<file path="config.mk">
export PLATFORM = sky130hd
export DESIGN_NAME = ufidx_timer
export DESIGN_NICKNAME = d
export VERILOG_FILES = /design/src/rtl/ufidx_pkg.sv /design/src/rtl/ufidx_cmd.sv /design/src/rtl/ufidx_prescale.sv /design/src/rtl/ufidx_count.sv /design/src/rtl/ufidx_evt.sv /design/src/rtl/ufidx_timer.sv
export SDC_FILE = /design/constraint.sdc
export NUM_CORES = 1
export LEC_CHECK = 0
export ABC_AREA = 1
export BUFFER_PORTS_ARGS = -buffer_cell sky130_fd_sc_hd__buf_4
export CAP_MARGIN = 10
export CORE_ASPECT_RATIO = 1.5
export CORE_UTILIZATION = 52
export DETAILED_ROUTE_END_ITERATION = 8
export HOLD_SLACK_MARGIN = 0.1
export PLACE_DENSITY = 0.91
export SYNTH_ARGS = -nofsm -noshare
export SYNTH_HDL_FRONTEND = slang
export SYNTH_SLANG_ARGS = --single-unit
export TNS_END_PERCENT = 50
</file>
<file path="constraint.sdc">
create_clock -name clk -period 2.3 [get_ports clk]
set_input_delay 0 -clock clk [delete_from_list [all_inputs] [get_ports clk]]
set_output_delay 0 -clock clk [all_outputs]
set_load 0.02 [all_outputs]
</file>
<file path="src/rtl/ufidx_pkg.sv">
package ufidx_pkg;
   typedef enum logic [5:0] {
      EVT_NONE       = 6'd0,
      EVT_UFIDX_WRAP = 6'd39
   } evt_type_e;

   typedef enum logic [7:0] {
      CC_NONE    = 8'd0,
      CC_SUCCESS = 8'd1
   } evt_code_e;

   localparam logic [31:0] CMD_WR_MASK = 32'h0000_0C0F;
   localparam int          CMD_RUN_BIT = 0;
   localparam int          CMD_RST_BIT = 1;
   localparam int          CMD_EWE_BIT = 10;
endpackage

</file>
<file path="src/rtl/ufidx_cmd.sv">
module ufidx_cmd
   import ufidx_pkg::*;
(
   input  logic        clk,
   input  logic        rst_n,
   input  logic        wr_en,
   input  logic [31:0] wr_data,
   output logic        arm_o,
   output logic        restart_o,
   output logic        flush_o
);
   logic run_q, ewe_q;
   logic w_run, w_rst, w_ewe;
   logic unused_wr;

   assign w_run = wr_data[CMD_RUN_BIT] & CMD_WR_MASK[CMD_RUN_BIT];
   assign w_rst = wr_data[CMD_RST_BIT] & CMD_WR_MASK[CMD_RST_BIT];
   assign w_ewe = wr_data[CMD_EWE_BIT] & CMD_WR_MASK[CMD_EWE_BIT];
   assign unused_wr = ^wr_data;

   assign flush_o   = wr_en & w_rst;
   assign restart_o = flush_o | (wr_en & w_run & ~run_q);
   assign arm_o     = run_q & ewe_q;

   always_ff @(posedge clk or negedge rst_n) begin
      if (!rst_n) begin
         run_q <= 1'b0;
         ewe_q <= 1'b0;
      end else if (flush_o) begin
         run_q <= 1'b0;
         ewe_q <= 1'b0;
      end else if (wr_en) begin
         run_q <= w_run;
         ewe_q <= w_ewe;
      end
   end


   hc_reset_clears_chk: assert property (@(posedge clk) disable iff (!rst_n)
      (wr_en && wr_data[CMD_RST_BIT]) |=> (!arm_o && !run_q));
endmodule

</file>
<file path="src/rtl/ufidx_prescale.sv">
module ufidx_prescale #(
   parameter int CYCLES = 12500
) (
   input  logic clk,
   input  logic rst_n,
   input  logic restart,
   output logic tick
);
   generate
      if (CYCLES < 1) begin : g_bad_cycles
         $error("ufidx_prescale: CYCLES must be at least 1");
      end

      if (CYCLES == 1) begin : g_passthru
         logic unused_in;
         assign unused_in = restart ^ clk ^ rst_n;
         assign tick = 1'b1;
      end else begin : g_divider
         localparam int PW = $clog2(CYCLES);
         localparam logic [PW-1:0] LAST = PW'(CYCLES - 1);
         logic [PW-1:0] pre_q;

         assign tick = (pre_q == LAST);

         always_ff @(posedge clk or negedge rst_n) begin
            if (!rst_n)
               pre_q <= '0;
            else if (restart || tick)
               pre_q <= '0;
            else
               pre_q <= pre_q + 1'b1;
         end


         pre_restart_chk: assert property (@(posedge clk) disable iff (!rst_n)
            restart |=> (pre_q == '0 && !tick));
      end
   endgenerate
endmodule

</file>
<file path="src/rtl/ufidx_count.sv">
module ufidx_count #(
   parameter int IDX_W = 14
) (
   input  logic             clk,
   input  logic             rst_n,
   input  logic             tick,
   input  logic             restart,
   output logic [IDX_W-1:0] idx_o,
   output logic             wrap_o
);
   logic [IDX_W-1:0] idx_q;

   assign idx_o  = idx_q;
   assign wrap_o = tick & (&idx_q) & ~restart;

   always_ff @(posedge clk or negedge rst_n) begin
      if (!rst_n)
         idx_q <= '0;
      else if (restart)
         idx_q <= '0;
      else if (tick)
         idx_q <= idx_q + 1'b1;
   end


   idx_step_chk: assert property (@(posedge clk) disable iff (!rst_n)
      (tick && !restart) |=> (idx_q == $past(idx_q) + 1'b1));


   idx_restart_chk: assert property (@(posedge clk) disable iff (!rst_n)
      restart |=> (idx_q == '0));


   wrap_to_zero_chk: assert property (@(posedge clk) disable iff (!rst_n)
      wrap_o |=> (idx_q == '0));
endmodule

</file>
<file path="src/rtl/ufidx_evt.sv">
module ufidx_evt (
   input  logic clk,
   input  logic rst_n,
   input  logic wrap,
   input  logic arm,
   input  logic flush,
   input  logic ready,
   output logic valid_o,
   output logic ovf_o
);
   logic valid_q, ovf_q, fire;

   assign fire    = wrap & arm;
   assign valid_o = valid_q;
   assign ovf_o   = ovf_q;

   always_ff @(posedge clk or negedge rst_n) begin
      if (!rst_n) begin
         valid_q <= 1'b0;
         ovf_q   <= 1'b0;
      end else if (flush) begin
         valid_q <= 1'b0;
         ovf_q   <= 1'b0;
      end else begin
         if (fire)
            valid_q <= 1'b1;
         else if (valid_q && ready)
            valid_q <= 1'b0;
         if (fire && valid_q && !ready)
            ovf_q <= 1'b1;
      end
   end


   evt_hold_chk: assert property (@(posedge clk) disable iff (!rst_n)
      (valid_q && !ready && !flush) |=> valid_q);


   no_spurious_evt_chk: assert property (@(posedge clk) disable iff (!rst_n)
      (!valid_q && !(wrap && arm)) |=> !valid_q);


   ovf_sticky_chk: assert property (@(posedge clk) disable iff (!rst_n)
      (ovf_q && !flush) |=> ovf_q);
endmodule

</file>
<file path="src/rtl/ufidx_timer.sv">
module ufidx_timer
   import ufidx_pkg::*;
#(
   parameter int CYCLES_PER_UFRAME = 12500,
   parameter int IDX_W             = 14,
   parameter int RD_AW             = 5
) (
   input  logic             clk,
   input  logic             rst_n,
   input  logic             cmd_wr_en,
   input  logic [31:0]      cmd_wr_data,
   input  logic [RD_AW-1:0] rd_addr,
   output logic [31:0]      rd_data,
   output logic             evt_valid,
   input  logic             evt_ready,
   output logic [5:0]       evt_type,
   output logic [7:0]       evt_code,
   output logic             evt_overflow
);
   generate
      if (IDX_W < 1 || IDX_W > 32) begin : g_bad_idx
         $error("ufidx_timer: IDX_W must be 1..32");
      end
      if (RD_AW < 1) begin : g_bad_aw
         $error("ufidx_timer: RD_AW must be at least 1");
      end
   endgenerate

   logic             arm, restart, flush, tick, wrap;
   logic [IDX_W-1:0] idx;

   ufidx_cmd i_cmd (
      .clk       (clk),
      .rst_n     (rst_n),
      .wr_en     (cmd_wr_en),
      .wr_data   (cmd_wr_data),
      .arm_o     (arm),
      .restart_o (restart),
      .flush_o   (flush)
   );

   ufidx_prescale #(.CYCLES(CYCLES_PER_UFRAME)) i_pre (
      .clk     (clk),
      .rst_n   (rst_n),
      .restart (restart),
      .tick    (tick)
   );

   ufidx_count #(.IDX_W(IDX_W)) i_cnt (
      .clk     (clk),
      .rst_n   (rst_n),
      .tick    (tick),
      .restart (restart),
      .idx_o   (idx),
      .wrap_o  (wrap)
   );

   ufidx_evt i_evt (
      .clk     (clk),
      .rst_n   (rst_n),
      .wrap    (wrap),
      .arm     (arm),
      .flush   (flush),
      .ready   (evt_ready),
      .valid_o (evt_valid),
      .ovf_o   (evt_overflow)
   );

   assign rd_data  = (rd_addr == '0) ? 32'(idx) : 32'd0;
   assign evt_type = evt_valid ? EVT_UFIDX_WRAP : EVT_NONE;
   assign evt_code = evt_valid ? CC_SUCCESS : CC_NONE;


   rd_other_zero_chk: assert property (@(posedge clk) disable iff (!rst_n)
      (rd_addr != '0) |-> (rd_data == 32'd0));
endmodule

</file>
; Word level (Yosys, flattened, before mapping)
; Cells that the tools add are included.
; Widths: inputs -> output; s select.
[word_totals]
reg_bits = 32
inputBits = 41
wordCells = 45
[classes]
add_sub_neg = 2
n_eq_ne = 1
muxes = 15
bitwise = 10
n_reduce_logical = 11
[op_table]
columns = op, n
row1 = $mux 14, 4
row2 = $add 14x1->14 const B, 2
row3 = $eq 14x14->1 const B, 1
row4 = $reduce_and 14->1, 1
row5 = $mux 1, 10
row6 = $and 1x1->1, 7
row7 = $mux 6, 1
row8 = $reduce_bool 2->1, 3
row9 = $logic_not 5->1, 1
row10 = $logic_and 1x1->1, 3
row11 = $reduce_bool 3->1, 1
row12 = $not 1->1, 2
row13 = $logic_not 1->1, 1
row14 = $logic_or 1x1->1, 1
row15 = $or 1x1->1, 1

; Longest topological paths before layout
; Gate-level depths: netlist of run 1.
[logic_depth]
ltp_word = 10
mapped_depth = 9

; Cells and area by module
; A second synthesis of run 1 with hierarchy kept.
[unflattened]
hier_cells = 312
area_unflattened_um2 = 2312.2
[modules_own_cells]
columns = module, n_inst, cells_per_inst, area_each_um2, seq_area_each_um2
row1 = ufidx_prescale, 1, 107, 862.1, 350.3
row2 = ufidx_count, 1, 111, 834.6, 350.3
row3 = ufidx_timer, 1, 66, 414.1, 0.0
row4 = ufidx_cmd, 1, 17, 110.1, 50.0
row5 = ufidx_evt, 1, 11, 91.3, 50.0

; Worst setup path after synthesis of run 1
; Ideal clock, no wire load.
[synth_path]
kind = register to register
start = register i_pre.g_divider.pre_q[0]
end = register i_pre.g_divider.pre_q[7]
setup_time_ns = 0.126
arrival_time_ns = 1.373
required_ns = 2.174
slack_ns = 0.801
path_stages_with_launch = 10
path_buffers = 1
period_less_slack_ns = 1.499
path_cell_list = dfrtp_1 > ha_1 > inv_1 > nor3_2 > nand2_2 > nor2_4 > nor2_4 > inv_6 > buf_12 > nor3_2
[synth_between]
elab_chain_cells = 3
elab_cells_between_ends = 4
[synth_lines]
columns = element, line_no
row1 = from (decl), ufidx_prescale.sv:21  ; logic [PW-1:0] pre_q;
row2 = from (signal assigned), ufidx_prescale.sv:31  ; pre_q <= pre_q + 1'b1;
row3 = branches (longest 2 deep; another with $add 14x1->14), --
row4 = $mux 14 (*), ufidx_prescale.sv:28  ; else if (restart || tick)
; Every way passes the cells marked *.
; A chain may end at the register's enable or synchronous reset.

; Worst setup path in the final report of run 1
[layout_path]
start = register i_pre.g_divider.pre_q[0]
end = register i_cnt.idx_q[13] (netlist: i_cnt.idx_o[13])
[layout_between]
elab_chain_cells = 2
[layout_lines]
columns = element, line_no
row1 = $eq 14x14->1, ufidx_prescale.sv:23  ; assign tick = (pre_q == LAST);
row2 = $reduce_bool 2->1 (no line), --
row3 = to (signal assigned), ufidx_count.sv:22  ; idx_q <= idx_q + 1'b1;
row4 = to (decl), ufidx_count.sv:11  ; logic [IDX_W-1:0] idx_q;
; No other way between the ends.

==> flow_metrics.env, run 1 <==
export IMPL_diodes=0
export IMPL_holdWs_ps=171.8
export IMPL_htreeDepth=2
export IMPL_post_cts_setup_buffers=0
export IMPL_fillers=358
export IMPL_p_leak_nw=1.115
export IMPL_timing_rr_end="i_cnt.idx_o[13]$_DFFE_PN0N_"
export IMPL_layout_nets=359
export IMPL_slew_headroom=0.6645
export IMPL_grt_setup_unrepaired="no"
export IMPL_syn_area_um2=2157
export IMPL_grt_pass1_wl_um=7631
export IMPL_finalClockSkew_ps=12.08
export IMPL_hp_class="in -> async"
export IMPL_tns_ps=0
export IMPL_grt_use_total=0.2439
export IMPL_path_class="reg -> reg"
export IMPL_cp_data_arrival_time_ps=1920
export IMPL_r2r_cells=8
export IMPL_cts_tree="built"
export IMPL_io_pins=89
export IMPL_globalplace_congestion=0.9376
export IMPL_cts_hold_buf=6
export IMPL_r2r_slack_ps=540
export IMPL_clock_sinks=32
export IMPL_synth_common_cells="nor2_1, inv_1, buf_4, dfrtp_1, nand2_1"
export IMPL_hold_violations=0
export IMPL_tightest_slew_ps=502.1
export IMPL_place_port_buffers=32
export IMPL_path_max_fanout=17
export IMPL_grt_pass1_vias=1776
export IMPL_maxCapViolations=0
export IMPL_cellPowerDensity_nw_per_um2=529.8
export IMPL_synth_edf_count=0
export IMPL_synth_cell_types=29
export IMPL_row_count=28
export IMPL_cts_resized_gates=0
export IMPL_grt_ovfl_total=0
export IMPL_multi_input_area_um2=1026
export IMPL_core_area_um2=3959
export IMPL_cp_required_ps=2470
export IMPL_peakVddDrop_mv=0.4925
export IMPL_dieHeight_um=80.88
export IMPL_seqCellArea_um2=800.8
export IMPL_period_share=0.7643
export IMPL_clock_latency_ps=300
export IMPL_status="complete, no violations"
export IMPL_synth_area_leaders="dfrtp_1, buf_4, nor2_1, inv_1, nand2_1"
export IMPL_wire_per_inst_um=12.81
export IMPL_cts_root_buffer="clkbuf_8"
export IMPL_syn_area_per_cell_um2=7.676
export IMPL_r2r_start="i_pre.g_divider.pre_q[0]$_DFF_PN0_"
export IMPL_clk_pin_slew_worst_paths_ps=80
export IMPL_dpl_hpwl_um=3378
export IMPL_ant_nets=0
export IMPL_grt_max_degree=33
export IMPL_netlist_instances=281
export IMPL_die_area_um2=4415
export IMPL_max_freq_ghz=0.5689
export IMPL_ys_seq_area_frac=0.3712
export IMPL_yosys_warnings=0
export IMPL_syn_to_final_growth_pct=13.22
export IMPL_start_util=0.5449
export IMPL_vias_per_cell=5.224
export IMPL_finalCriticalPeriod_ps=1758
export IMPL_firstDrtPassIters=4
export IMPL_crit_start="i_pre.g_divider.pre_q[0]$_DFF_PN0_"
export IMPL_final_setup_viol_count=0
export IMPL_drcViolationCount=0
export IMPL_cts_buffers=5
export IMPL_final_max_slew_viol_count=0
export IMPL_synthArstFlopShare=1.000
export IMPL_ys_flop_type="dfrtp_1"
export IMPL_worstSetupStartpointType="register"
export IMPL_critPathCaptureType="register"
export IMPL_drive_above_1_share=0.2114
export IMPL_wl_um=4637
export IMPL_synth_top_cell_area_share=0.3712
export IMPL_die_w_um=54.59
export IMPL_synth_most_common_cell="nor2_1"
export IMPL_clk_path_buf_depth=2
export IMPL_ys_ff_latch=32
export IMPL_drtIter0Drc=51
export IMPL_endpoint="i_cnt.idx_o[13]$_DFFE_PN0N_"
export IMPL_antenna_found_initial=0
export IMPL_vias=1891
export IMPL_synth_top_area_cell="dfrtp_1"
## flip-flops by register name (all words and copies together) (netlist names)
signal / flops
i_cnt.idx_o: 14
i_pre.g_divider.pre_q: 14
i_cmd.ewe_q: 1
i_cmd.run_q: 1
i_evt.ovf_o: 1
i_evt.valid_o: 1
## through the flow
stage / total power [mW] / setup WS [ps] / utilization / area, um2 / cells
finish: 1.294 / 542.1 / 0.6169 / 2442 / 362
global route: 1.344 / 372.1 / 0.6169 / 2442 / 362
CTS: 1.307 / 535.5 / 0.6169 / 2442 / 362
detailed placement: 0.7505 / 542.0 / 0.5736 / 2271 / 348
global placement: 0.7474 / 594.7 / 0.5736 / 2271 / 348
floorplan: 0.7507 / 800.6 / - / 2255 / 307
## per-layer routing
layer  global-route usage  wire length (um)  share of wire
met5                    0                 0              0
met4               0.1487               216          0.047
met3              0.05993               221          0.048
met2               0.4169              2536           0.55
met1               0.2550              1662           0.36
## where the power goes
part / switching (mW) / internal, mW / total [mW]
combinational: 0.104 / 0.0476 / 0.151
clock: 0.225 / 0.320 / 0.545
sequential: 0.0183 / 0.579 / 0.598
## worst max-delay path, cell delays in order (launching register included)
cell     delay (ps)
dfrtp_1         390
ha_1            220
inv_1            80
nor3_2          180
nand2_2         100
nor2_4          270
nor2_4          100
inv_6           160
o21ai_0         120
## cell usage in the layout (no fill, tap or decap), drive strengths merged
cell type | Yosys | routed
bufinv | 0 | 1
conb | 1 | 27
nor3 | 19 | 19
clkbuf | 1 | 5
xnor2 | 2 | 2
ha | 2 | 2
dlygate4sd3 | 0 | 6
clkinvlp | 0 | 1
inv | 38 | 38
o22ai | 1 | 1
nor2 | 49 | 49
xor2 | 3 | 3
nand3 | 20 | 20
and3 | 1 | 1
a21oi | 9 | 9
clkinv | 0 | 1
nand4 | 15 | 15
dfrtp | 32 | 32
buf | 35 | 32
o21ai | 16 | 16
nand2 | 35 | 35
nor4 | 2 | 2
## final cells by class
type | instances | area share
inverters | 38 | 0.06045
flip-flops and latches | 32 | 0.3279
repair buffers | 38 | 0.1230
clock inverters | 3 | 0.01742
multi-input cells | 201 | 0.4201
clock buffers | 5 | 0.02818
well taps | 45 | 0.02305
## how the worst min path moves through the flow
stage,endpoint,slack (ps),cells after the start
2_1_floorplan,i_cmd.ewe_q$_DFFE_PN0P_,-300,0
3_3_place_gp,i_cnt.idx_o[10]$_DFFE_PN0N_,-40,1
3_5_place_dp,i_cnt.idx_o[7]$_DFFE_PN0N_,-40,1
4_1_cts,i_cnt.idx_o[5]$_DFFE_PN0N_,170,4
5_1_grt,i_cnt.idx_o[5]$_DFFE_PN0N_,200,4
6_report,i_cnt.idx_o[10]$_DFFE_PN0N_,170,2
## cells by family after synthesis
kind of cell               share of synthesized area
adders and majority gates                    0.01160
xor gates and xnor gates                     0.02031
AOI/OAI and AO/OA                            0.06613
buffers and inverters                         0.1984
DFF                                           0.3712
other                                       0.001738
and+or+nand+nor                               0.3306
Power figures use the tool's default switching activity.
==> run 2: changes to the inputs <==
--- a/config.mk
+++ b/config.mk
@@ -9,10 +9,10 @@
 export BUFFER_PORTS_ARGS = -buffer_cell sky130_fd_sc_hd__buf_4
 export CAP_MARGIN = 10
 export CORE_ASPECT_RATIO = 1.5
-export CORE_UTILIZATION = 52
+export CORE_UTILIZATION = 44
 export DETAILED_ROUTE_END_ITERATION = 8
 export HOLD_SLACK_MARGIN = 0.1
-export PLACE_DENSITY = 0.91
+export PLACE_DENSITY = 0.82
 export SYNTH_ARGS = -nofsm -noshare
 export SYNTH_HDL_FRONTEND = slang
 export SYNTH_SLANG_ARGS = --single-unit
==> constraint.sdc (replaced) <==
create_clock -name clk -period 1.4 [get_ports clk]
set_input_delay 0 -clock clk [delete_from_list [all_inputs] [get_ports clk]]
set_output_delay 0 -clock clk [all_outputs]
set_load 0.02 [all_outputs]
==> run 2 against run 1 <==
The flow now finishes with violations (negative setup slack). Fmax up 21%. Die area up 18%. Critical endpoint unchanged. Worst setup slack worse by 590 ps. Clock skew down 4.1 ps. Non-clock buffer count up 23.
==> flow_metrics.env, run 2 (synthesis gave the netlist of run 1 again) <==
export IMPL_status="finished, violations left"
export IMPL_failed_checks="negative setup slack"
export IMPL_crit_path_max_incr_delay_ps=410
export IMPL_finalWorstSetupSlack_ps=-49.95
export IMPL_critPathBufInv=3
export IMPL_finalClockSkew_ps=7.976
export IMPL_syn_to_final_growth_pct=28.07
export IMPL_path_class="reg -> reg"
export IMPL_drive_above_1_share=0.3314
export IMPL_worstSetupStartpointType="register"
export IMPL_place_ws_ps=-60.85
export IMPL_p_leak_nw=1.243
export IMPL_wl_um=5212
export IMPL_total_power_mw=2.041
export IMPL_critPathCaptureType="register"
export IMPL_grt_ovfl_total=0
export IMPL_vias=2054
export IMPL_switching_share=0.2896
export IMPL_globalplace_congestion=0.9369
export IMPL_crit_path_frequent_cell="buf_12"
export IMPL_pwr_share_comb=0.146
export IMPL_io_pins=89
export IMPL_p_int_mw=1.450
export IMPL_finalNonFillerCells=405
export IMPL_crit_chain="ha_4, inv_2, nor3_2, nand2_2, nor2_4, buf_12, buf_12, nand4_1, o21ai_1"
export IMPL_final_max_slew_viol_count=0
export IMPL_path_max_fanout=6
export IMPL_grt_pass1_wl_um=8390
export IMPL_firstDrtPassIters=4
export IMPL_hold_violations=0
export IMPL_drcViolationCount=0
export IMPL_placed_area_um2=2480
export IMPL_cts_tree="built"
export IMPL_dieHeight_um=87.75
export IMPL_final_cell_area_um2=2763
export IMPL_wire_per_inst_um=12.87
export IMPL_finalCriticalPeriod_ps=1450
export IMPL_clock_sinks=32
export IMPL_clock_power_share=0.362
export IMPL_cts_root_buffer="clkbuf_8"
export IMPL_dp_cells=388
export IMPL_diodes=0
export IMPL_antenna_found_initial=0
export IMPL_cts_buffers=5
export IMPL_hp_class="in -> reg"
export IMPL_clk_path_buf_depth=2
export IMPL_start_util=0.4672
export IMPL_clk_pin_slew_worst_paths_ps=70
export IMPL_maxCapViolations=0
export IMPL_core_area_um2=4617
export IMPL_final_cell_mix="buf_4, nor2_1, inv_1, dfrtp_1, nand2_1"
export IMPL_ant_nets=0
export IMPL_seqPwrFrac=0.493
export IMPL_period_share=1.036
export IMPL_cp_required_ps=1620
export IMPL_row_count=30
export IMPL_drtIter0Drc=126
export IMPL_grt_pass1_vias=2047
export IMPL_critPathTopFamily="simple AND/OR/NAND/NOR gates"
export IMPL_htreeDepth=2
export IMPL_cellPowerDensity_nw_per_um2=738.8
export IMPL_max_freq_ghz=0.6897
export IMPL_place_port_buffers=32
export IMPL_cp_data_arrival_time_ps=1670
export IMPL_clock_latency_ps=290
export IMPL_peakVddDrop_mv=0.5777
export IMPL_dpl_hpwl_um=3706
export IMPL_vias_per_cell=5.072
export IMPL_layout_nets=383
export IMPL_layout_commonest_cell="buf_4"
export IMPL_die_area_um2=5192
export IMPL_fillers=423
export IMPL_slowest_stage="dfrtp_2"
export IMPL_grt_use_total=0.2132
export IMPL_switchingPower_mw=0.5911
export IMPL_die_w_um=59.17
export IMPL_grt_max_degree=33
export IMPL_final_setup_viol_count=17
export IMPL_grt_setup_unrepaired="yes"
export IMPL_tns_ps=-387.7
==> run 2: path summary, 6_finish.rpt <==
kind / from / endpoint / slack (ps) / cells past startpoint
worst max-delay path: i_pre.g_divider.pre_q[1]$_DFF_PN0_ / i_cnt.idx_o[13]$_DFFE_PN0N_ / -50 / 9
worst min-delay path: cmd_wr_data[0] / i_cnt.idx_o[5]$_DFFE_PN0N_ / 190 / 4
worst max register to register: i_pre.g_divider.pre_q[1]$_DFF_PN0_ / i_cnt.idx_o[13]$_DFFE_PN0N_ / -50 / 9
worst min register to register: i_evt.ovf_o$_DFFE_PN0P_ / i_evt.ovf_o$_DFFE_PN0P_ / 520 / 2
max in group asynchronous: rst_n / i_pre.g_divider.pre_q[1]$_DFF_PN0_ / 880 / 2
min in group asynchronous: rst_n / i_cnt.idx_o[4]$_DFFE_PN0N_ / 200 / 2
==> run 2: area by class of cell <==
| cell class | instances | area [um2] | share of cell area |
|---|---|---|---|
| Clock buffer | 6 | 82.58 | 0.02989 |
| Clock inverter | 2 | 10.01 | 0.003623 |
| Inverter | 38 | 150.1 | 0.05435 |
| Multi-Input combinational cell | 201 | 1132 | 0.4099 |
| Sequential cell | 32 | 803.3 | 0.2908 |
| Tap cell | 64 | 80.08 | 0.02899 |
| Timing Repair Buffer | 61 | 498.0 | 0.1803 |
| Timing Repair inverter | 1 | 6.256 | 0.002264 |
==> run 2: per-layer routing <==
layer	GRT usage	share of wire	vias to the layer above
li1	-	-	973
met1	0.2095	0.36	959
met2	0.4008	0.55	102
met3	0.04284	0.056	20
met4	0.1234	0.035	0
met5	0	0	-
==> run 2: through the flow <==
stage | hold WS [ps] | util
after floorplan | -295.6 | -
after global placement | -35.18 | 0.5371
after detailed placement | -30.52 | 0.5371
after CTS | 188.7 | 0.5753
after global routing | 223.1 | 0.5984
final | 192.6 | 0.5984
==> run 2: power by group through the flow <==
stage	Combinational (mW)	Clock, mW	Sequential [mW]
floorplan	0.241	0	0.993
global placement	0.246	0	0.998
detailed placement	0.252	0	0.999
CTS	0.279	0.756	0.985
global route	0.333	0.798	1.01
finish	0.297	0.738	1.01
==> run 2: repair_timing <==
action / 4_1_cts / 5_1_grt
cloned: 1 / 0
setup buffers: 0 / 4
endpoints found under the hold margin: 36 / 0
gates resized for setup: 13 / 23
endpoints found under the setup margin: 27 / 30
hold buffers: 6 / 0
pin swaps: 5 / 7
==> run 2: worst min-delay path: stages <==
cell,delay [ps]
buf_4,80
nand2_1,90
o21ai_4,210
nor3_1,60
==> run 3: changes to the inputs <==
--- a/config.mk
+++ b/config.mk
@@ -9,11 +9,12 @@
 export BUFFER_PORTS_ARGS = -buffer_cell sky130_fd_sc_hd__buf_4
 export CAP_MARGIN = 10
 export CORE_ASPECT_RATIO = 1.5
-export CORE_UTILIZATION = 44
+export CORE_UTILIZATION = 45
 export DETAILED_ROUTE_END_ITERATION = 8
 export HOLD_SLACK_MARGIN = 0.1
 export PLACE_DENSITY = 0.82
 export SYNTH_ARGS = -nofsm -noshare
 export SYNTH_HDL_FRONTEND = slang
+export SYNTH_HIERARCHICAL = 1
 export SYNTH_SLANG_ARGS = --single-unit
 export TNS_END_PERCENT = 50
==> run 3 against run 2 <==
Critical path depth rose by 6. Global-route usage barely moved. Cell area rose by 8.8%. Critical path type unchanged. Power rose by 4.8%. Cell count rose by 12%. Worst setup slack got worse by 200 ps. The run still ends with negative setup slack left. Non-clock buffer count rose by 16. Fmax fell by 12%. First-iteration DRC count fell by 38%. Utilization rose by 1.7 points. Critical endpoint is now i_evt/ovf_o$_DFFE_PN0P_. Routed wire length rose by 5.0%. Largest power group unchanged.
==> flow_metrics.env, run 3 <==
export IMPL_clock_sinks=32
export IMPL_synthSimpleGateAreaFrac=0.3685
export IMPL_vias_per_cell=4.734
export IMPL_synth_top_family_by_area="simple AND/OR/NAND/NOR gates"
export IMPL_diodes=0
export IMPL_io_pins=89
export IMPL_ys_flop_type="dfrtp_1"
export IMPL_muxShareOfSynthArea=0
export IMPL_synth_area_leaders="dfrtp_1, buf_4, nand2_1, inv_1, nor2_1"
export IMPL_status="finished, violations left"
export IMPL_worstSetupStartpointType="register"
export IMPL_start_util=0.4731
export IMPL_synth_common_cells="nand2_1, inv_1, nor2_1, buf_4, dfrtp_1"
export IMPL_cp_required_ps=1620
export IMPL_yosys_warnings=6
export IMPL_period_share=1.179
export IMPL_cellPowerDensity_nw_per_um2=711.7
export IMPL_total_power_mw=2.139
export IMPL_final_setup_viol_count=30
export IMPL_final_cell_mix="buf_4, nand2_1, inv_1, nor2_1, dfrtp_1"
export IMPL_grt_ovfl_total=0
export IMPL_fillers=422
export IMPL_die_w_um=60.53
export IMPL_synth_most_common_cell="nand2_1"
export IMPL_clk_pin_slew_worst_paths_ps=70
export IMPL_grt_setup_unrepaired="yes"
export IMPL_crit_path_max_incr_delay_ps=360
export IMPL_syn_area_um2=2312
export IMPL_ant_nets=0
export IMPL_max_freq_ghz=0.6061
export IMPL_layout_nets=432
export IMPL_peakVddDrop_mv=0.4236
export IMPL_ys_seq_area_frac=0.3463
export IMPL_cts_root_buffer="clkbuf_8"
export IMPL_path_max_fanout=2
export IMPL_grt_use_met1=0.2072
export IMPL_drtIter0Drc=78
export IMPL_globalplace_congestion=0.9020
export IMPL_antenna_found_initial=0
export IMPL_netlist_instances=312
export IMPL_die_area_um2=5435
export IMPL_drive_above_1_share=0.3522
export IMPL_dpl_hpwl_um=3742
export IMPL_synth_compound_area_frac=0.03734
export IMPL_layout_commonest_cell="buf_4"
export IMPL_row_count=31
export IMPL_finalCriticalPeriod_ps=1650
export IMPL_htreeDepth=2
export IMPL_synthXorXnorAreaFrac=0.02652
export IMPL_crit_chain="ha_2, nand2_1, inv_1, nand2_1, nor2_1, nand2_2, inv_2, inv_2, nor2_4, nand3_2, nor2_1, nand2_1, inv_2, nand2_2, a21oi_2"
export IMPL_utilization=0.6150
export IMPL_cp_data_arrival_time_ps=1870
export IMPL_slowest_stage="dfrtp_1"
export IMPL_synth_top_cell_area_share=0.3463
export IMPL_dieHeight_um=89.79
export IMPL_synthArstFlopShare=1.000
export IMPL_place_port_buffers=32
export IMPL_hold_violations=0
export IMPL_final_max_slew_viol_count=0
export IMPL_met2_usage=0.3864
export IMPL_firstDrtPassIters=4
export IMPL_cts_tree="built"
export IMPL_wl_um=5474
export IMPL_crit_start="i_pre/g_divider.pre_q[0]$_DFF_PN0_"
export IMPL_drcViolationCount=0
export IMPL_hp_class="in -> async"
export IMPL_clock_latency_ps=290
export IMPL_grt_busiest_layer="met2"
export IMPL_synth_edf_count=0
export IMPL_critPathCaptureType="register"
export IMPL_core_area_um2=4887
export IMPL_finalWorstSetupSlack_ps=-249.9
export IMPL_p_leak_nw=1.454
export IMPL_finalClockSkew_ps=4.872
export IMPL_grt_pass1_vias=2132
export IMPL_synth_cell_types=27
export IMPL_grt_max_degree=33
export IMPL_grt_pass1_wl_um=8818
export IMPL_cts_buffers=5
export IMPL_failed_checks="negative setup slack"
export IMPL_wire_per_inst_um=12.03
export IMPL_met3_usage=0.04029
export IMPL_clk_path_buf_depth=2
export IMPL_ys_ff_latch=32
export IMPL_vias=2154
export IMPL_grt_use_total=0.2134
export IMPL_syn_area_per_cell_um2=7.411
export IMPL_synthAdderAreaFrac=0.01623
export IMPL_r2r_start="i_pre/g_divider.pre_q[0]$_DFF_PN0_"
export IMPL_path_class="reg -> reg"
export IMPL_synth_top_area_cell="dfrtp_1"
export IMPL_syn_to_final_growth_pct=29.98
export IMPL_maxCapViolations=0
-- run 3: changes by cell type in the layout (fill, tap and decap cells not counted), sizes merged, moves of 2 or more --
cell,change
nand2,+31
nor2,+20
o21ai,-16
buf,+14
inv,+14
nor3,-13
nand4,-7
a21oi,+2
clkbuf,+2
clkinv,-2
dlygate4sd3,+2
nor4,-2
xor2,+2
-- run 3: metal layers --
metal / vias up / part of all wire
met1: 1014 / 0.36
met5: - / 0
met4: 0 / 0.041
met2: 79 / 0.55
li1: 1039 / -
met3: 22 / 0.042
-- run 3: what timing repair did --
action	CTS	global route
hold buffers	8	0
resized for setup	3	14
hold endpoints to repair	36	0
endpoints found under the setup margin	16	30
pin swaps	6	11
buffers inserted	3	4
-- run 3: layout make-up --
class | count | area [um2] | share of cell area
timing repair buffer | 77 | 618.1 | 0.2057
multi-input combinational | 219 | 1212 | 0.4034
tap | 66 | 82.58 | 0.02748
sequential | 32 | 800.8 | 0.2664
clock buffer | 8 | 90.09 | 0.02998
inverter | 53 | 201.4 | 0.06703
-- run 3: power by group --
| part | switching, mW | total [mW] | leakage (nW) | internal, mW |
|---|---|---|---|---|
| registers | 0.0178 | 0.973 | 0.441 | 0.955 |
| logic | 0.254 | 0.420 | 0.967 | 0.166 |
| clock network | 0.345 | 0.746 | 0.0455 | 0.401 |
-- run 3: through the flow --
| step | worst slack, ps | cells | setup TNS [ps] | hold WS (ps) | cell area (um2) |
|---|---|---|---|---|---|
| floorplan | -279.9 | 338 | -3076 | -295.6 | 2430 |
| global placement | -200.1 | 432 | -2051 | -37.34 | 2719 |
| detailed placement | -246.3 | 432 | -2752 | -31.43 | 2719 |
| CTS | -216.6 | 451 | -2885 | 209.9 | 2924 |
| global route | -397.5 | 455 | -6480 | 238.4 | 3005 |
| finish | -249.9 | 455 | -3595 | 206.6 | 3005 |
-- run 3: critical path, delay by kind of cell, from the launching register on --
kind	cells	cell delay, ps
AOI/OAI and AO/OA	1	140
and+or+nand+nor	9	650
DFF	1	360
adders and majority gates	1	180
buffers and inverters	4	240
-- run 3: final timing paths --
kind	endpoint	slack, ps	depth (start not counted)
setup reg to reg	i_evt/ovf_o$_DFFE_PN0P_	-250	15
hold reg to reg	i_cmd/ewe_q$_DFFE_PN0P_	500	2
hold / removal	i_cnt/idx_o[3]$_DFFE_PN0P_	210	2
setup / recovery	i_evt/ovf_o$_DFFE_PN0P_	-250	15
max in group asynchronous	i_pre/g_divider.pre_q[3]$_DFF_PN0_	890	2
min in group clk	i_cnt/idx_o[2]$_DFFE_PN0P_	320	5
-- run 3: kinds of logic after synthesis --
logic type | after synthesis
other | 1
AOI/OAI and AO/OA | 14
and+or+nand+nor | 168
buffers and inverters | 87
adders and majority gates | 3
DFF | 32
xor gates and xnor gates | 7
